File: config.mk
export PLATFORM = sky130hd
export DESIGN_NAME = uart_mv_rx
export DESIGN_NICKNAME = d
export VERILOG_FILES = /design/src/rtl/uart_mv_pkg.sv /design/src/rtl/uart_mv_sync.sv /design/src/rtl/uart_mv_voter.sv /design/src/rtl/uart_mv_ctrl.sv /design/src/rtl/uart_mv_hold.sv /design/src/rtl/uart_mv_rx.sv
export SDC_FILE = /design/constraint.sdc
export NUM_CORES = 1
export LEC_CHECK = 0
export ABC_AREA = 1
export ABC_CLOCK_PERIOD_IN_PS = 6800
export BUFFER_PORTS_ARGS = -buffer_cell sky130_fd_sc_hd__buf_2
export CAP_MARGIN = 20
export CELL_PAD_IN_SITES_DETAIL_PLACEMENT = 1
export CELL_PAD_IN_SITES_GLOBAL_PLACEMENT = 2
export CORE_MARGIN = 2
export CORE_UTILIZATION = 37
export CTS_CLUSTER_SIZE = 10
export DETAILED_ROUTE_END_ITERATION = 16
export PLACE_DENSITY_LB_ADDON = 0.05
export SLEW_MARGIN = 15
export SYNTH_ARGS = -nofsm -noshare
export SYNTH_HDL_FRONTEND = slang
export SYNTH_HIERARCHICAL = 1
export SYNTH_SLANG_ARGS = --single-unit
File: constraint.sdc
create_clock -name clk -period 6.8 [get_ports clk]
set_clock_uncertainty 0.2 [all_clocks]
set_input_delay 1.02 -clock clk [delete_from_list [all_inputs] [get_ports clk]]
set_output_delay 1.02 -clock clk [all_outputs]
set_load 0.01 [all_outputs]
File: src/rtl/uart_mv_pkg.sv
package uart_mv_pkg;
    typedef enum logic [1:0] {
        ST_IDLE  = 2'd0,
        ST_START = 2'd1,
        ST_DATA  = 2'd2,
        ST_STOP  = 2'd3
    } rx_state_e;
endpackage

File: src/rtl/uart_mv_sync.sv
module uart_mv_sync #(
    parameter int STAGES = 2
) (
    input  logic clk,
    input  logic rst_n,
    input  logic din,
    output logic dout
);
    logic [STAGES-1:0] chain;

    always_ff @(posedge clk or negedge rst_n) begin
        if (!rst_n) begin
            chain <= '1;
        end else begin
            chain <= {chain[STAGES-2:0], din};
        end
    end

    assign dout = chain[STAGES-1];
endmodule

File: src/rtl/uart_mv_voter.sv
module uart_mv_voter #(
    parameter int OVS   = 16,
    parameter int CNT_W = $clog2(OVS)
) (
    input  logic             clk,
    input  logic             rst_n,
    input  logic             tick,
    input  logic [CNT_W-1:0] cnt,
    input  logic             rx,
    output logic             vote_valid,
    output logic             vote
);
    // Sampling ticks are numbered 1..OVS; counter value k marks tick k+1.
    localparam logic [CNT_W-1:0] SMP0 = CNT_W'(OVS/2 - 2);
    localparam logic [CNT_W-1:0] SMP1 = CNT_W'(OVS/2 - 1);
    localparam logic [CNT_W-1:0] SMP2 = CNT_W'(OVS/2);

    logic smp_a;
    logic smp_b;

    always_ff @(posedge clk or negedge rst_n) begin
        if (!rst_n) begin
            smp_a <= 1'b1;
            smp_b <= 1'b1;
        end else if (tick) begin
            if (cnt == SMP0) smp_a <= rx;
            if (cnt == SMP1) smp_b <= rx;
        end
    end

    assign vote_valid = tick && (cnt == SMP2);
    assign vote       = (smp_a & smp_b) | (smp_a & rx) | (smp_b & rx);
endmodule

File: src/rtl/uart_mv_ctrl.sv
module uart_mv_ctrl
    import uart_mv_pkg::*;
#(
    parameter int DATA_W = 8,
    parameter int OVS    = 16
) (
    input  logic              clk,
    input  logic              rst_n,
    input  logic              tick,
    input  logic              rx_s,
    output logic              done,
    output logic              stop_ok,
    output logic [DATA_W-1:0] word
);
    localparam int CNT_W = $clog2(OVS);
    localparam int BIT_W = $clog2(DATA_W);
    localparam logic [CNT_W-1:0] CNT_LAST = CNT_W'(OVS - 1);
    localparam logic [BIT_W-1:0] BIT_LAST = BIT_W'(DATA_W - 1);

    rx_state_e         state, state_nx;
    logic [CNT_W-1:0]  cnt;
    logic [BIT_W-1:0]  bit_idx;
    logic [DATA_W-1:0] shreg;
    logic              rx_d;
    logic              fall;
    logic              bit_end;
    logic              vote_valid;
    logic              vote;

    uart_mv_voter #(.OVS(OVS), .CNT_W(CNT_W)) u_voter (
        .clk        (clk),
        .rst_n      (rst_n),
        .tick       (tick),
        .cnt        (cnt),
        .rx         (rx_s),
        .vote_valid (vote_valid),
        .vote       (vote)
    );

    assign fall    = rx_d & ~rx_s;
    assign bit_end = tick && (cnt == CNT_LAST);

    always_comb begin
        state_nx = state;
        unique case (state)
            ST_IDLE:  if (fall) state_nx = ST_START;
            ST_START: begin
                if (vote_valid && vote) state_nx = ST_IDLE;
                else if (bit_end)       state_nx = ST_DATA;
            end
            ST_DATA:  if (bit_end && bit_idx == BIT_LAST) state_nx = ST_STOP;
            ST_STOP:  if (vote_valid) state_nx = ST_IDLE;
            default:  state_nx = ST_IDLE;
        endcase
    end

    always_ff @(posedge clk or negedge rst_n) begin
        if (!rst_n) state <= ST_IDLE;
        else        state <= state_nx;
    end

    always_ff @(posedge clk or negedge rst_n) begin
        if (!rst_n) begin
            rx_d    <= 1'b1;
            cnt     <= '0;
            bit_idx <= '0;
            shreg   <= '0;
        end else begin
            rx_d <= rx_s;
            if (state == ST_IDLE) begin
                cnt     <= '0;
                bit_idx <= '0;
            end else if (tick) begin
                cnt <= (cnt == CNT_LAST) ? '0 : cnt + 1'b1;
            end
            if (state == ST_DATA) begin
                if (vote_valid) shreg <= {vote, shreg[DATA_W-1:1]};
                if (bit_end && bit_idx != BIT_LAST) bit_idx <= bit_idx + 1'b1;
            end
        end
    end

    always_comb begin
        done    = 1'b0;
        stop_ok = 1'b1;
        word    = shreg;
        unique case (state)
            ST_IDLE, ST_START, ST_DATA: done = 1'b0;
            ST_STOP: begin
                done    = vote_valid;
                stop_ok = vote;
            end
            default: done = 1'b0;
        endcase
    end
endmodule

File: src/rtl/uart_mv_hold.sv
module uart_mv_hold #(
    parameter int DATA_W = 8
) (
    input  logic              clk,
    input  logic              rst_n,
    input  logic              done,
    input  logic              stop_ok,
    input  logic [DATA_W-1:0] word,
    input  logic              fifo_mode,
    input  logic              rd_strobe,
    output logic [DATA_W-1:0] hold_data,
    output logic              hold_full,
    output logic              rx_irq,
    output logic [DATA_W-1:0] fifo_wdata,
    output logic              fifo_wr,
    output logic              frame_err,
    output logic              overrun
);
    always_ff @(posedge clk or negedge rst_n) begin
        if (!rst_n) begin
            hold_data  <= '0;
            hold_full  <= 1'b0;
            rx_irq     <= 1'b0;
            fifo_wdata <= '0;
            fifo_wr    <= 1'b0;
            frame_err  <= 1'b0;
            overrun    <= 1'b0;
        end else begin
            rx_irq  <= 1'b0;
            fifo_wr <= 1'b0;
            if (rd_strobe) begin
                hold_full <= 1'b0;
                overrun   <= 1'b0;
            end
            if (done) begin
                frame_err <= ~stop_ok;
                if (fifo_mode) begin
                    fifo_wdata <= word;
                    fifo_wr    <= 1'b1;
                    hold_full  <= 1'b0;
                end else if (hold_full && !rd_strobe) begin
                    overrun <= 1'b1;
                end else begin
                    hold_data <= word;
                    hold_full <= 1'b1;
                    rx_irq    <= 1'b1;
                end
            end
        end
    end
endmodule

File: src/rtl/uart_mv_rx.sv
module uart_mv_rx #(
    parameter int DATA_W      = 8,
    parameter int OVS         = 16,
    parameter int SYNC_STAGES = 2
) (
    input  logic              clk,
    input  logic              rst_n,
    input  logic              os_tick,
    input  logic              rxd_in,
    input  logic              fifo_mode,
    input  logic              rd_strobe,
    output logic [DATA_W-1:0] hold_data,
    output logic              hold_full,
    output logic              rx_irq,
    output logic [DATA_W-1:0] fifo_wdata,
    output logic              fifo_wr,
    output logic              frame_err,
    output logic              overrun
);
    logic              rx_s;
    logic              done;
    logic              stop_ok;
    logic [DATA_W-1:0] word;

    uart_mv_sync #(.STAGES(SYNC_STAGES)) u_sync (
        .clk  (clk),
        .rst_n(rst_n),
        .din  (rxd_in),
        .dout (rx_s)
    );

    uart_mv_ctrl #(.DATA_W(DATA_W), .OVS(OVS)) u_ctrl (
        .clk    (clk),
        .rst_n  (rst_n),
        .tick   (os_tick),
        .rx_s   (rx_s),
        .done   (done),
        .stop_ok(stop_ok),
        .word   (word)
    );

    uart_mv_hold #(.DATA_W(DATA_W)) u_hold (
        .clk       (clk),
        .rst_n     (rst_n),
        .done      (done),
        .stop_ok   (stop_ok),
        .word      (word),
        .fifo_mode (fifo_mode),
        .rd_strobe (rd_strobe),
        .hold_data (hold_data),
        .hold_full (hold_full),
        .rx_irq    (rx_irq),
        .fifo_wdata(fifo_wdata),
        .fifo_wr   (fifo_wr),
        .frame_err (frame_err),
        .overrun   (overrun)
    );
endmodule

# Word level (Yosys, flattened, before mapping)
# Cells that the tools add are included.
op_classes:
  bitwise: 10
  eq_ne: 13
  n_reduce_logical: 16
  n_mux: 27
  add_sub_neg: 2
ops:
  columns: ["cell", "count"]
  rows:
  - ["$mux 1", 14]
  - ["$mux 4", 3]
  - ["$mux 2", 5]
  - ["$mux 3", 3]
  - ["$eq 4x3->1 const B", 2]
  - ["$eq 4x4->1 const B", 2]
  - ["$pmux 2 s4", 1]
  - ["$reduce_and 2->1", 4]
  - ["$logic_and 1x1->1", 6]
  - ["$ne 2x1->1 const B", 3]
  - ["$add 4x1->4 const B", 1]
  - ["$and 1x1->1", 4]
  - ["$eq 2x2->1 const B", 2]
  - ["$not 1->1", 4]
  - ["$reduce_and 4->1", 1]
  - ["$add 3x1->3 const B", 1]
  - ["$eq 3x3->1 const B", 1]
  - ["$ne 3x1->1 const B", 1]
  - ["$ne 3x3->1 const B", 1]
  - ["$reduce_and 3->1", 1]
  - ["$reduce_or 3->1", 1]
  - ["$eq 2x1->1 const B", 1]
  - ["$logic_not 2->1", 1]
  - ["$or 1x1->1", 2]
  - ["other kinds (3)", 3]
totals:
  inputBits: 6
  output_inout_bits: 21
  reg_bits: 43
  elab_cells: 83

# Longest topological paths before layout
# Gate-level depths: netlist of run 1.
logic_depth:
  ltp_word: 6
  ltp_mapped: 10
  mapped_depth_nobuf: 10

# Cells and area by module
# Netlist of run 1, hierarchy kept.
by_module_without_submodules:
  columns: ["mod", "seq_area_each_um2", "area_each_um2", "cells_per_inst", "n_inst"]
  rows:
  - ["uart_mv_ctrl", 451.7, 903.4, 99, 1]
  - ["uart_mv_hold", 525.5, 797.0, 84, 1]
  - ["uart_mv_voter", 52.6, 145.1, 22, 1]
  - ["uart_mv_sync", 52.6, 52.6, 2, 1]

# Worst setup path after synthesis of run 1
# OpenSTA, ideal clock, no wires.
synth_timing:
  kind: "input -> register"
  from: "in os_tick"
  to: "reg u_hold.hold_data[0]"
  t_required_ns: 6.483
  setup_time_ns: 0.117
  arrival_time_ns: 2.345
  stages: 9
  path_buffers: 0
  setup_slack_ns: 4.139
  cell_sequence: "nand3_1 -> nor3_1 -> inv_1 -> nor3_1 -> inv_2 -> nor2_4 -> nand2_4 -> nand2_1 -> nand2_1"
synth_between:
  elab_chain_len: 3
synth_rtl:
  columns: ["element", "line_no", "source"]
  rows:
  - ["from (decl)", "uart_mv_rx.sv:8", "input logic os_tick,"]
  - ["$logic_and 1x1->1", "uart_mv_voter.sv:31", "assign vote_valid = tick && (cnt == SMP2);"]
  - ["net u_ctrl.vote_valid", "uart_mv_ctrl.sv:27", "logic vote_valid;"]
  - ["$pmux 1 s2", "uart_mv_ctrl.sv:87", "unique case (state)"]
  - ["net done", "uart_mv_rx.sv:21", "logic done;"]
  - ["$reduce_and 3->1 (no line)", null, null]
  - ["to (signal assigned)", "uart_mv_hold.sv:44", "hold_data <= word;"]
  - ["to (decl)", "uart_mv_hold.sv:11", "output logic [DATA_W-1:0] hold_data,"]
# The timed path passes the listed nets, and every way through them passes these cells.
# A chain may end at the register's enable or synchronous reset.

# Worst setup path in the final report of run 1
layout_timing:
  from: "in os_tick"
  to: "reg u_hold.hold_data[7]"
# Same word-level chain as after synthesis.

==> results of run 1 <==
[through the flow]
stage                     std cells  cell area [um^2]
after floorplan                 207              1900
after global placement          301              2090
after detailed placement        301              2090
after CTS                       308              2180
after global routing            308              2180
final                           308              2180
[cell usage in the layout, fill, tap and decap left out, types with 2 or more instances in the layout]
master,instances
nand2_1,70
dfrtp_1,38
buf_2,26
nand3_1,24
inv_1,19
nor2_1,8
o21ai_0,7
clkbuf_8,6
dfstp_2,5
inv_2,4
o21ai_2,4
nand2_2,3
nor2_4,3
a21oi_1,3
a21oi_2,3
ha_1,3
nor3_1,2
nand2_4,2
nor2_2,2
[power by group]
part	total [mW]	leakage (nW)	internal (mW)	switching, mW
Sequential	0.318	0.561	0.283	0.0353
Combinational	0.116	0.580	0.0397	0.0763
Clock	0.164	0.0470	0.0797	0.0842
Total	0.598	1.19	0.402	0.196
[how the worst max path moves through the flow]
stage	startpoint	endpoint	slack (ns)	depth (start not counted)
floorplan	os_tick	u_hold/hold_data[0]	4.14	9
global placement	os_tick	u_hold/hold_data[1]	3.85	10
global route	os_tick	u_hold/hold_data[3]	3.82	10
detailed placement	os_tick	u_hold/hold_data[7]	3.73	10
finish	os_tick	u_hold/hold_data[7]	4.04	10
CTS	os_tick	u_hold/hold_data[7]	4.05	10
[logic make-up after synthesis]
family | after synthesis
simple gates | 115
xor+xnor | 1
fa+ha+maj | 4
flops | 43
mux | 1
buf+inv | 25
compound gates | 18
[layout make-up]
type,count,area [um^2]
clock buffer,6,82.6
clock inverter,1,5.00
fill,602,2860
inverter,23,86.3
multi-input combinational,139,707
sequential,43,1080
tap,70,87.6
timing repair buffer,26,130
[routing by layer]
layer / share of wire / GRT usage
met5: 0 / 0
met4: 0.015 / 0.0585
met3: 0.033 / 0.0410
met2: 0.53 / 0.280
met1: 0.42 / 0.165
[sequential cells by signal, summed over array words and instances (netlist names), named ones only]
name	flops
u_hold/overrun	1
u_ctrl/rx_d	1
u_hold/fifo_wr	1
u_ctrl/u_voter/smp_b	1
u_ctrl/cnt	4
u_ctrl/u_voter/smp_a	1
u_hold/hold_full	1
u_hold/fifo_wdata	8
u_hold/rx_irq	1
u_ctrl/state	1
u_ctrl/bit_idx	3
u_hold/frame_err	1
u_sync/chain	2
u_hold/hold_data	8
u_ctrl/word	8
==> impl_metrics.json, run 1 <==
{
  "hold_path_end": "u_sync/chain[1]",
  "outcome": "finished clean",
  "yosys.area_share.adder": 0.0257,
  "synth_flop_cell": "dfrtp_1",
  "ir_drop_uv": 109,
  "ios": 27,
  "synth_common_cells": "nand2_1 (70), dfrtp_1 (38), nand3_1 (24)",
  "tightest_slew_ns": 0.940,
  "wirelength_um": 4010,
  "diodes": 0,
  "numClockSinks": 43,
  "cts.htree.levels": 2,
  "grt_antenna_before_repair": 0,
  "end_kind": "flip-flop",
  "synth_mux_area_frac": 0.00791,
  "postCtsSetupBuffers": 0,
  "syn_avg_cell_area_um2": 9.17,
  "worstPathRequired_ns": 6.78,
  "cp.buffers_inverters": 3,
  "insertion_delay_ns": 0.30,
  "reg2regPathDepth": 10,
  "synthesis.nets": 216,
  "finalCriticalPeriod_ns": 2.76,
  "arrival_ns": 2.75,
  "final_antenna_net_count": 0,
  "synth_top_area_cell": "dfrtp_1",
  "drt_drc_violations_left": 0,
  "cts_buffers": 5,
  "ys_ff_latch": 43,
  "pre_cts_ws_ns": 3.73,
  "max-slew-margin-rel": 0.373,
  "yosysMostFrequentCell": "nand2_1",
  "path_cells": "buf_2 > nand3_1 > nor3_1 > inv_1 > nor3_1 > inv_2 > nor2_4 > nand2_4 > nand2_1 > nand2_1",
  "hold_slack_ns": 0.158,
  "synth_top_family_by_area": "simple AND/OR/NAND/NOR gates",
  "r2r-start": "u_ctrl/cnt[2]",
  "syn_area_um2": 1900,
  "setup_violations": 0,
  "critPathLaunchType": "primary input",
  "die_h_um": 75.6,
  "reg2reg_setup_slack_ns": 4.35,
  "synth_cell_types": 23,
  "vias_per_cell": 4.65,
  "cts_root_buf": "clkbuf_8",
  "drive_gt1_frac": 0.256,
  "vias": 1431,
  "syn_to_final_growth_pct": 14.9,
  "place.gp.congestion": 0.793,
  "yosysSeqAreaShare": 0.570,
  "path_delay_family": "simple AND/OR/NAND/NOR gates",
  "ys_top_cells_by_area": "dfrtp_1 (50%), nand2_1 (14%), dfstp_2 (6.9%), nand3_1 (6.3%), inv_1 (3.8%)",
  "die_w_um": 75.6,
  "leakagePower_nw": 1.19,
  "hold_viol": 0,
  "crit_slowest_cell": "nor3_1",
  "io_buffers": 26,
  "fin_total_pwr_uw": 598,
  "fmax_ghz": 0.362,
  "grt_remaining_overflow": 0,
  "synth_cells": 207,
  "hold_depth": 0,
  "dp_hpwl_um": 2940,
  "synth_compound_area_frac": 0.0620,
  "cts_tree": "done",
  "core-area_um2": 5040,
  "tns_ns": 0,
  "initial_core_util": 0.376,
  "synthSimpleGateAreaFrac": 0.272,
  "synth_top_area_frac": 0.501,
  "grt_pass1_wl_um": 6330,
  "hold_path.class": "reg -> reg",
  "fin_nets": 247,
  "p_per_area_nw_per_um2": 274,
  "min_period_over_period": 0.407,
  "cts_buffer_depth": 2,
  "die_area_um2": 5720,
  "ctsResizeCount": 0,
  "holdBufCountCts": 0,
  "async_reset_ff_frac": 1.00,
  "finalMaxSlewViolations": 0,
  "r2r_end": "u_hold/hold_data[7]",
  "grt_util_all_layers": 0.152,
  "grt_max_degree": 44,
  "synthXorXnorAreaFrac": 0.00461,
  "path_max_fanout": 9,
  "drt-pass1-iter-count": 2,
  "clk_pin_slew_worst_paths_ns": 0.07,
  "slowest_delay_ns": 0.40,
  "final_core_util": 0.433,
  "synth_edf_count": 0,
  "worstSetupPathType": "in -> reg",
  "cap_viol_max_count": 0,
  "ys_warn_count": 6,
  "grt_pass1_vias": 1367,
  "drt_iter0_drc": 45,
  "min-delay-start": "u_sync/chain[0]",
  "setup_slack_ns": 4.04,
  "num_rows": 26,
  "wl_per_cell_um": 13.0,
  "rsz0062_at_grt": "no"
}
(Power assumes the default switching activity.)
==> run 2: changes to the inputs <==
ABC_CLOCK_PERIOD_IN_PS = 2500   (was 6800)
CORE_UTILIZATION = 31   (was 37)
clock period = 2.5 ns   (was 6.8 ns; I/O delays follow)
==> run 2 against run 1 <==
Setup slack got worse by 3.8 ns. Routed wire length rose by 6.8%. Die area rose by 18%. Global-route usage fell by 0.21 points. Utilization fell by 5.2 points. Flip-flop and latch count did not move. Power rose to 2.9 times the previous value. Largest cell class unchanged. Final area rose by 3.3%. Hold slack got worse by 0.12 ns. Cell count rose by 3.2%.
==> impl_metrics.json, run 2 (synthesized netlist as in run 1, its figures left out) <==
{
  "outcome": "finished clean",
  "path_max_fanout": 9,
  "initial_core_util": 0.321,
  "final_antenna_net_count": 0,
  "slowest_delay_ns": 0.45,
  "grt_util_all_layers": 0.150,
  "final_common_cell": "nand2_1",
  "critPathLaunchType": "flip-flop",
  "drive_gt1_frac": 0.263,
  "cap_viol_max_count": 0,
  "syn_to_final_growth_pct": 18.7,
  "cts_buffer_depth": 2,
  "numClockSinks": 43,
  "nFillCells": 712,
  "cts_buffers": 5,
  "die_h_um": 82.3,
  "wirelength_um": 4280,
  "end_kind": "flip-flop",
  "insertion_delay_ns": 0.29,
  "worstPathRequired_ns": 2.49,
  "hold_slack_ns": 0.0425,
  "vias_per_cell": 4.58,
  "wl_per_cell_um": 13.5,
  "path_cells": "inv_1 > nand3_1 > nor3_1 > buf_4 > inv_1 > nor3_1 > inv_2 > nor2_4 > nand2_4 > nand2_1 > nand2_1",
  "postCtsSetupBuffers": 0,
  "place.gp.congestion": 0.812,
  "leakagePower_nw": 1.22,
  "die_area_um2": 6770,
  "holdBufCountCts": 2,
  "fin_nets": 251,
  "p_per_area_nw_per_um2": 777,
  "die_w_um": 82.3,
  "cts_tree": "done",
  "grt_antenna_before_repair": 0,
  "fmax_ghz": 0.441,
  "cts.htree.levels": 2,
  "cp.buffers_inverters": 4,
  "drt-pass1-iter-count": 4,
  "top_usage_layer": "met2",
  "num_rows": 28,
  "max-slew-margin-rel": 0.629,
  "hold_viol": 0,
  "placed_cell_area_um2": 2110,
  "ios": 27,
  "cts_root_buf": "clkbuf_8",
  "final_area_um2": 2250,
  "tightest_slew_ns": 0.556,
  "grt_remaining_overflow": 0,
  "vias": 1458,
  "setup_violations": 0,
  "finalCriticalPeriod_ns": 2.27,
  "ir_drop_uv": 295,
  "grt_use_met3": 0.0337,
  "worstSetupPathType": "reg -> reg",
  "hold_path.class": "in -> reg",
  "grt_pass1_vias": 1630,
  "drt_iter0_drc": 46,
  "met1_usage": 0.170,
  "mostFrequentLayoutCells": "nand2_1 (70), dfrtp_1 (38), buf_2 (26)",
  "grt_pass1_wl_um": 7560,
  "ctsResizeCount": 0,
  "drt_drc_violations_left": 0,
  "arrival_ns": 2.26,
  "tns_ns": 0,
  "path_delay_family": "simple AND/OR/NAND/NOR gates",
  "clk_pin_slew_worst_paths_ns": 0.08,
  "crit_slowest_cell": "dfrtp_1",
  "diodes": 0,
  "min_period_over_period": 0.907,
  "dp_hpwl_um": 3150,
  "core-area_um2": 5920,
  "use_met2": 0.278,
  "grt_max_degree": 44,
  "io_buffers": 26,
  "rsz0062_at_grt": "no",
  "finalMaxSlewViolations": 0
}
==> run 2: cell types whose count changed in the layout (fill, tap and decap cells not counted) <==
cell / change
bufinv_16: +1
buf_4: +2
dlygate4sd3_1: +2
==> run 2: final timing paths <==
check                                startpoint                  end  slack [ns]  depth (start not counted)
worst max-delay path              u_ctrl/cnt[2]  u_hold/hold_data[3]        0.23                         11
worst min-delay path                  rd_strobe       u_hold/overrun        0.04                          2
worst max register to register    u_ctrl/cnt[2]  u_hold/hold_data[3]        0.23                         11
worst min register to register  u_sync/chain[0]      u_sync/chain[1]        0.16                          0
max in group asynchronous                 rst_n      u_sync/chain[0]        1.22                          3
min in group asynchronous                 rst_n       u_ctrl/word[3]        0.49                          3
==> run 2: report_power, final <==
part | total [mW] | switching (mW) | internal, mW | leakage [nW]
Combinational | 0.325 | 0.214 | 0.111 | 0.599
Clock | 0.558 | 0.235 | 0.323 | 0.0612
Sequential | 0.867 | 0.0973 | 0.769 | 0.561
==> run 2: worst reg2reg max path, stage by stage, from the launching register on <==
cell and delay (ns):
dfrtp_1 0.45, inv_1 0.11, nand3_1 0.07, nor3_1 0.14, buf_4 0.16, inv_1 0.05, nor3_1 0.36, inv_2 0.14
nor2_4 0.23, nand2_4 0.12, nand2_1 0.09, nand2_1 0.05
==> run 2: metal layers <==
metal / vias to the layer above / routed length, um / part of all wire
li1: 725 / - / -
met1: 707 / 1740 / 0.41
met2: 22 / 2370 / 0.55
met3: 4 / 137 / 0.032
met4: 0 / 34 / 0.0079
met5: - / 0 / 0
==> run 2: layout make-up <==
type / instances / area, um^2 / area share
multi-input cells: 139 / 707 / 0.314
repair buffers: 30 / 165 / 0.0733
flip-flops and latches: 43 / 1080 / 0.481
well taps: 75 / 93.8 / 0.0417
clock inverters: 2 / 35.0 / 0.0156
clock buffers: 6 / 82.6 / 0.0367
inverters: 23 / 86.3 / 0.0383
==> run 2: through the flow <==
step | util | power (mW) | worst slack (ns) | cells
after floorplan | - | 1.11 | 0.354 | 207
after global placement | 0.357 | 1.19 | 0.246 | 308
after detailed placement | 0.357 | 1.21 | 0.181 | 308
after CTS | 0.380 | 1.79 | 0.188 | 318
after global routing | 0.380 | 1.89 | 0.00317 | 318
final | 0.380 | 1.75 | 0.231 | 318
==> run 3: changes to the inputs <==
CORE_UTILIZATION = 32   (was 31)
CTS_BUF_LIST = sky130_fd_sc_hd__clkbuf_16   (was not set)
SYNTH_HIERARCHICAL = not set   (was 1)
==> run 3 against run 2 <==
Final area grew 2.1%. Sequential share of layout area shrank 0.99 points. Non-clock buffer count shrank 1. Cell count shrank 5.3%. Setup slack gained 0.39 ns. Sequential power shrank 13%. Fmax grew 21%. Register-to-register slack gained 0.39 ns. Clock-buffer cell count shrank 1.
==> impl_metrics.json, run 3 <==
{
  "outcome": "finished clean",
  "fin_total_pwr_mw": 1.67,
  "max-slew-margin-rel": 0.721,
  "setup_slack_ns": 0.621,
  "grt_pass1_wl_um": 6690,
  "diodes": 0,
  "numClockSinks": 43,
  "p_comb_frac": 0.102,
  "ios": 27,
  "seq_area_um2": 1080,
  "cts.htree.levels": 2,
  "hold_viol": 0,
  "grt_antenna_before_repair": 0,
  "synth_flop_cell": "dfrtp_1",
  "fmax_ghz": 0.532,
  "yosysMostFrequentCell": "nand2_1",
  "core-area_um2": 5820,
  "ys_warn_count": 0,
  "place.gp.congestion": 0.779,
  "tns_ns": 0,
  "worstSetupPathType": "reg -> reg",
  "synth_edf_count": 0,
  "async_reset_ff_frac": 1.00,
  "drt_iter0_drc": 42,
  "syn_to_final_growth_pct": 21.4,
  "worstPathRequired_ns": 2.47,
  "drt_drc_violations_left": 0,
  "grt_util_all_layers": 0.135,
  "p_int_mw": 1.24,
  "end_kind": "flip-flop",
  "ys_ff_latch": 43,
  "finalCriticalPeriod_ns": 1.88,
  "synth_top_area_frac": 0.502,
  "mostFrequentLayoutCells": "nand2_1 (47), dfrtp_1 (38), buf_2 (26)",
  "ys_top_cells_by_area": "dfrtp_1 (50%), nand2_1 (9.3%), o21ai_2 (7.4%), dfstp_2 (6.9%), inv_1 (5.0%)",
  "initial_core_util": 0.326,
  "final_core_util": 0.395,
  "synth_cells": 192,
  "vias": 1379,
  "arrival_ns": 1.85,
  "clk_pin_slew_worst_paths_ns": 0.06,
  "drive_gt1_frac": 0.288,
  "drt-pass1-iter-count": 4,
  "grt_remaining_overflow": 0,
  "placed_cell_area_um2": 2110,
  "min_period_over_period": 0.752,
  "ctsResizeCount": 0,
  "dp_hpwl_um": 2780,
  "synth_cell_types": 26,
  "leakagePower_nw": 1.14,
  "p_seq_frac": 0.450,
  "setup_violations": 0,
  "insertion_delay_ns": 0.29,
  "critPathLaunchType": "flip-flop",
  "cap_viol_max_count": 0,
  "multi_input_area_um2": 683,
  "rsz0062_at_grt": "no",
  "die_area_um2": 6550,
  "power.clock.fraction": 0.448,
  "hold_path.class": "in -> reg",
  "fin_nets": 236,
  "tightest_slew_ns": 0.418,
  "path_max_fanout": 15,
  "grt_pass1_vias": 1384,
  "cts_root_buf": "clkbuf_16",
  "num_rows": 28,
  "synthesis.nets": 203,
  "swShare": 0.253,
  "wirelength_um": 3920,
  "vias_per_cell": 4.58,
  "nFillCells": 682,
  "synth_top_area_cell": "dfrtp_1",
  "final_area_um2": 2300,
  "cts_tree": "done",
  "final_common_cell": "nand2_1",
  "yosysSeqAreaShare": 0.571,
  "syn_area_um2": 1890,
  "syn_avg_cell_area_um2": 9.87,
  "final_antenna_net_count": 0,
  "pre_cts_ws_ns": 0.607,
  "p_per_area_nw_per_um2": 724,
  "die_h_um": 80.9,
  "synth_common_cells": "nand2_1 (47), dfrtp_1 (38), inv_1 (25)",
  "grt_max_degree": 44,
  "ir_drop_uv": 437,
  "finalMaxSlewViolations": 0,
  "cts_buffers": 5,
  "net-switching-power_uw": 422,
  "wl_per_cell_um": 13.0,
  "die_w_um": 80.9,
  "cts_buffer_depth": 2,
  "io_buffers": 26
}
run 3: cell types whose count changed after synthesis, moves of 2 or more:
| cell | change |
|---|---|
| o21ai_0 | +6 |
| nor2_2 | -2 |
| a21oi_2 | -3 |
| o21ai_2 | +12 |
| ha_1 | +2 |
| nor2_1 | -2 |
| inv_2 | -2 |
| inv_1 | +6 |
| nand2_1 | -23 |
| nand3_1 | -12 |
run 3: critical path, stage by stage (launching register included):
cell and delay (ns):
dfrtp_1 0.41, inv_1 0.10, ha_1 0.21, nand2_2 0.10, nor2_4 0.05, nand2_1 0.32
mux2_2 0.38
run 3: cell type report:
class / instances / share of cell area
flip-flops and latches: 43 / 0.471
multi-input cells: 119 / 0.297
repair buffers: 29 / 0.0740
clock buffers: 5 / 0.0544
inverters: 27 / 0.0441
well taps: 75 / 0.0408
clock inverters: 3 / 0.0190
run 3: logic make-up (layout without fill, tap and decap cells):
family,Yosys count,after routing,share of synthesized area
AND/OR/NAND/NOR,75,75,0.184
flip-flops,43,43,0.571
AO/OA/AOI/OAI,37,37,0.133
buffers and inverters,30,64,0.0680
adder cells (fa/ha/maj),5,5,0.0330
XOR/XNOR,1,1,0.00462
multiplexers,1,1,0.00594
run 3: path summary, 6_finish.rpt:
path / startpoint / end / slack, ns / cells past startpoint
worst max-delay path: u_ctrl.cnt[0] / u_ctrl.word[7] / 0.62 / 6
worst min-delay path: fifo_mode / u_hold.overrun / 0.08 / 2
worst max register to register: u_ctrl.cnt[0] / u_ctrl.word[7] / 0.62 / 6
worst min register to register: u_sync.chain[0] / u_sync.chain[1] / 0.16 / 0
max in group asynchronous: rst_n / u_sync.chain[0] / 1.43 / 3
min in group asynchronous: rst_n / asynchronous set/reset pin / 0.40 / 3
run 3: layer usage:
metal	share of wire	track usage	up-vias
li1	-	-	682
met1	0.49	0.175	668
met2	0.45	0.212	23
met3	0.040	0.0367	6
met4	0.019	0.0610	0
met5	0	0	-
run 3: power groups by stage:
stage | combinational, mW | clock [mW] | sequential, mW
global placement | 0.159 | 0 | 0.758
CTS | 0.175 | 0.769 | 0.748
detailed placement | 0.171 | 0 | 0.761
finish | 0.169 | 0.747 | 0.750
global route | 0.195 | 0.800 | 0.753
floorplan | 0.112 | 0 | 0.754
run 3: metrics by stage:
| step | cells | hold slack [ns] |
|---|---|---|
| 3_3_place_gp | 291 | 0.145 |
| 4_1_cts | 301 | 0.0742 |
| 3_5_place_dp | 291 | 0.147 |
| 5_1_grt | 301 | 0.0837 |
| 6_report | 301 | 0.0820 |
| 2_1_floorplan | 192 | -0.121 |
run 3: timing repair:
| item | CTS | global route |
|---|---|---|
| setup buffers | 0 | 0 |
| endpoints found under the hold margin | 39 | 0 |
| hold buffers | 2 | 0 |
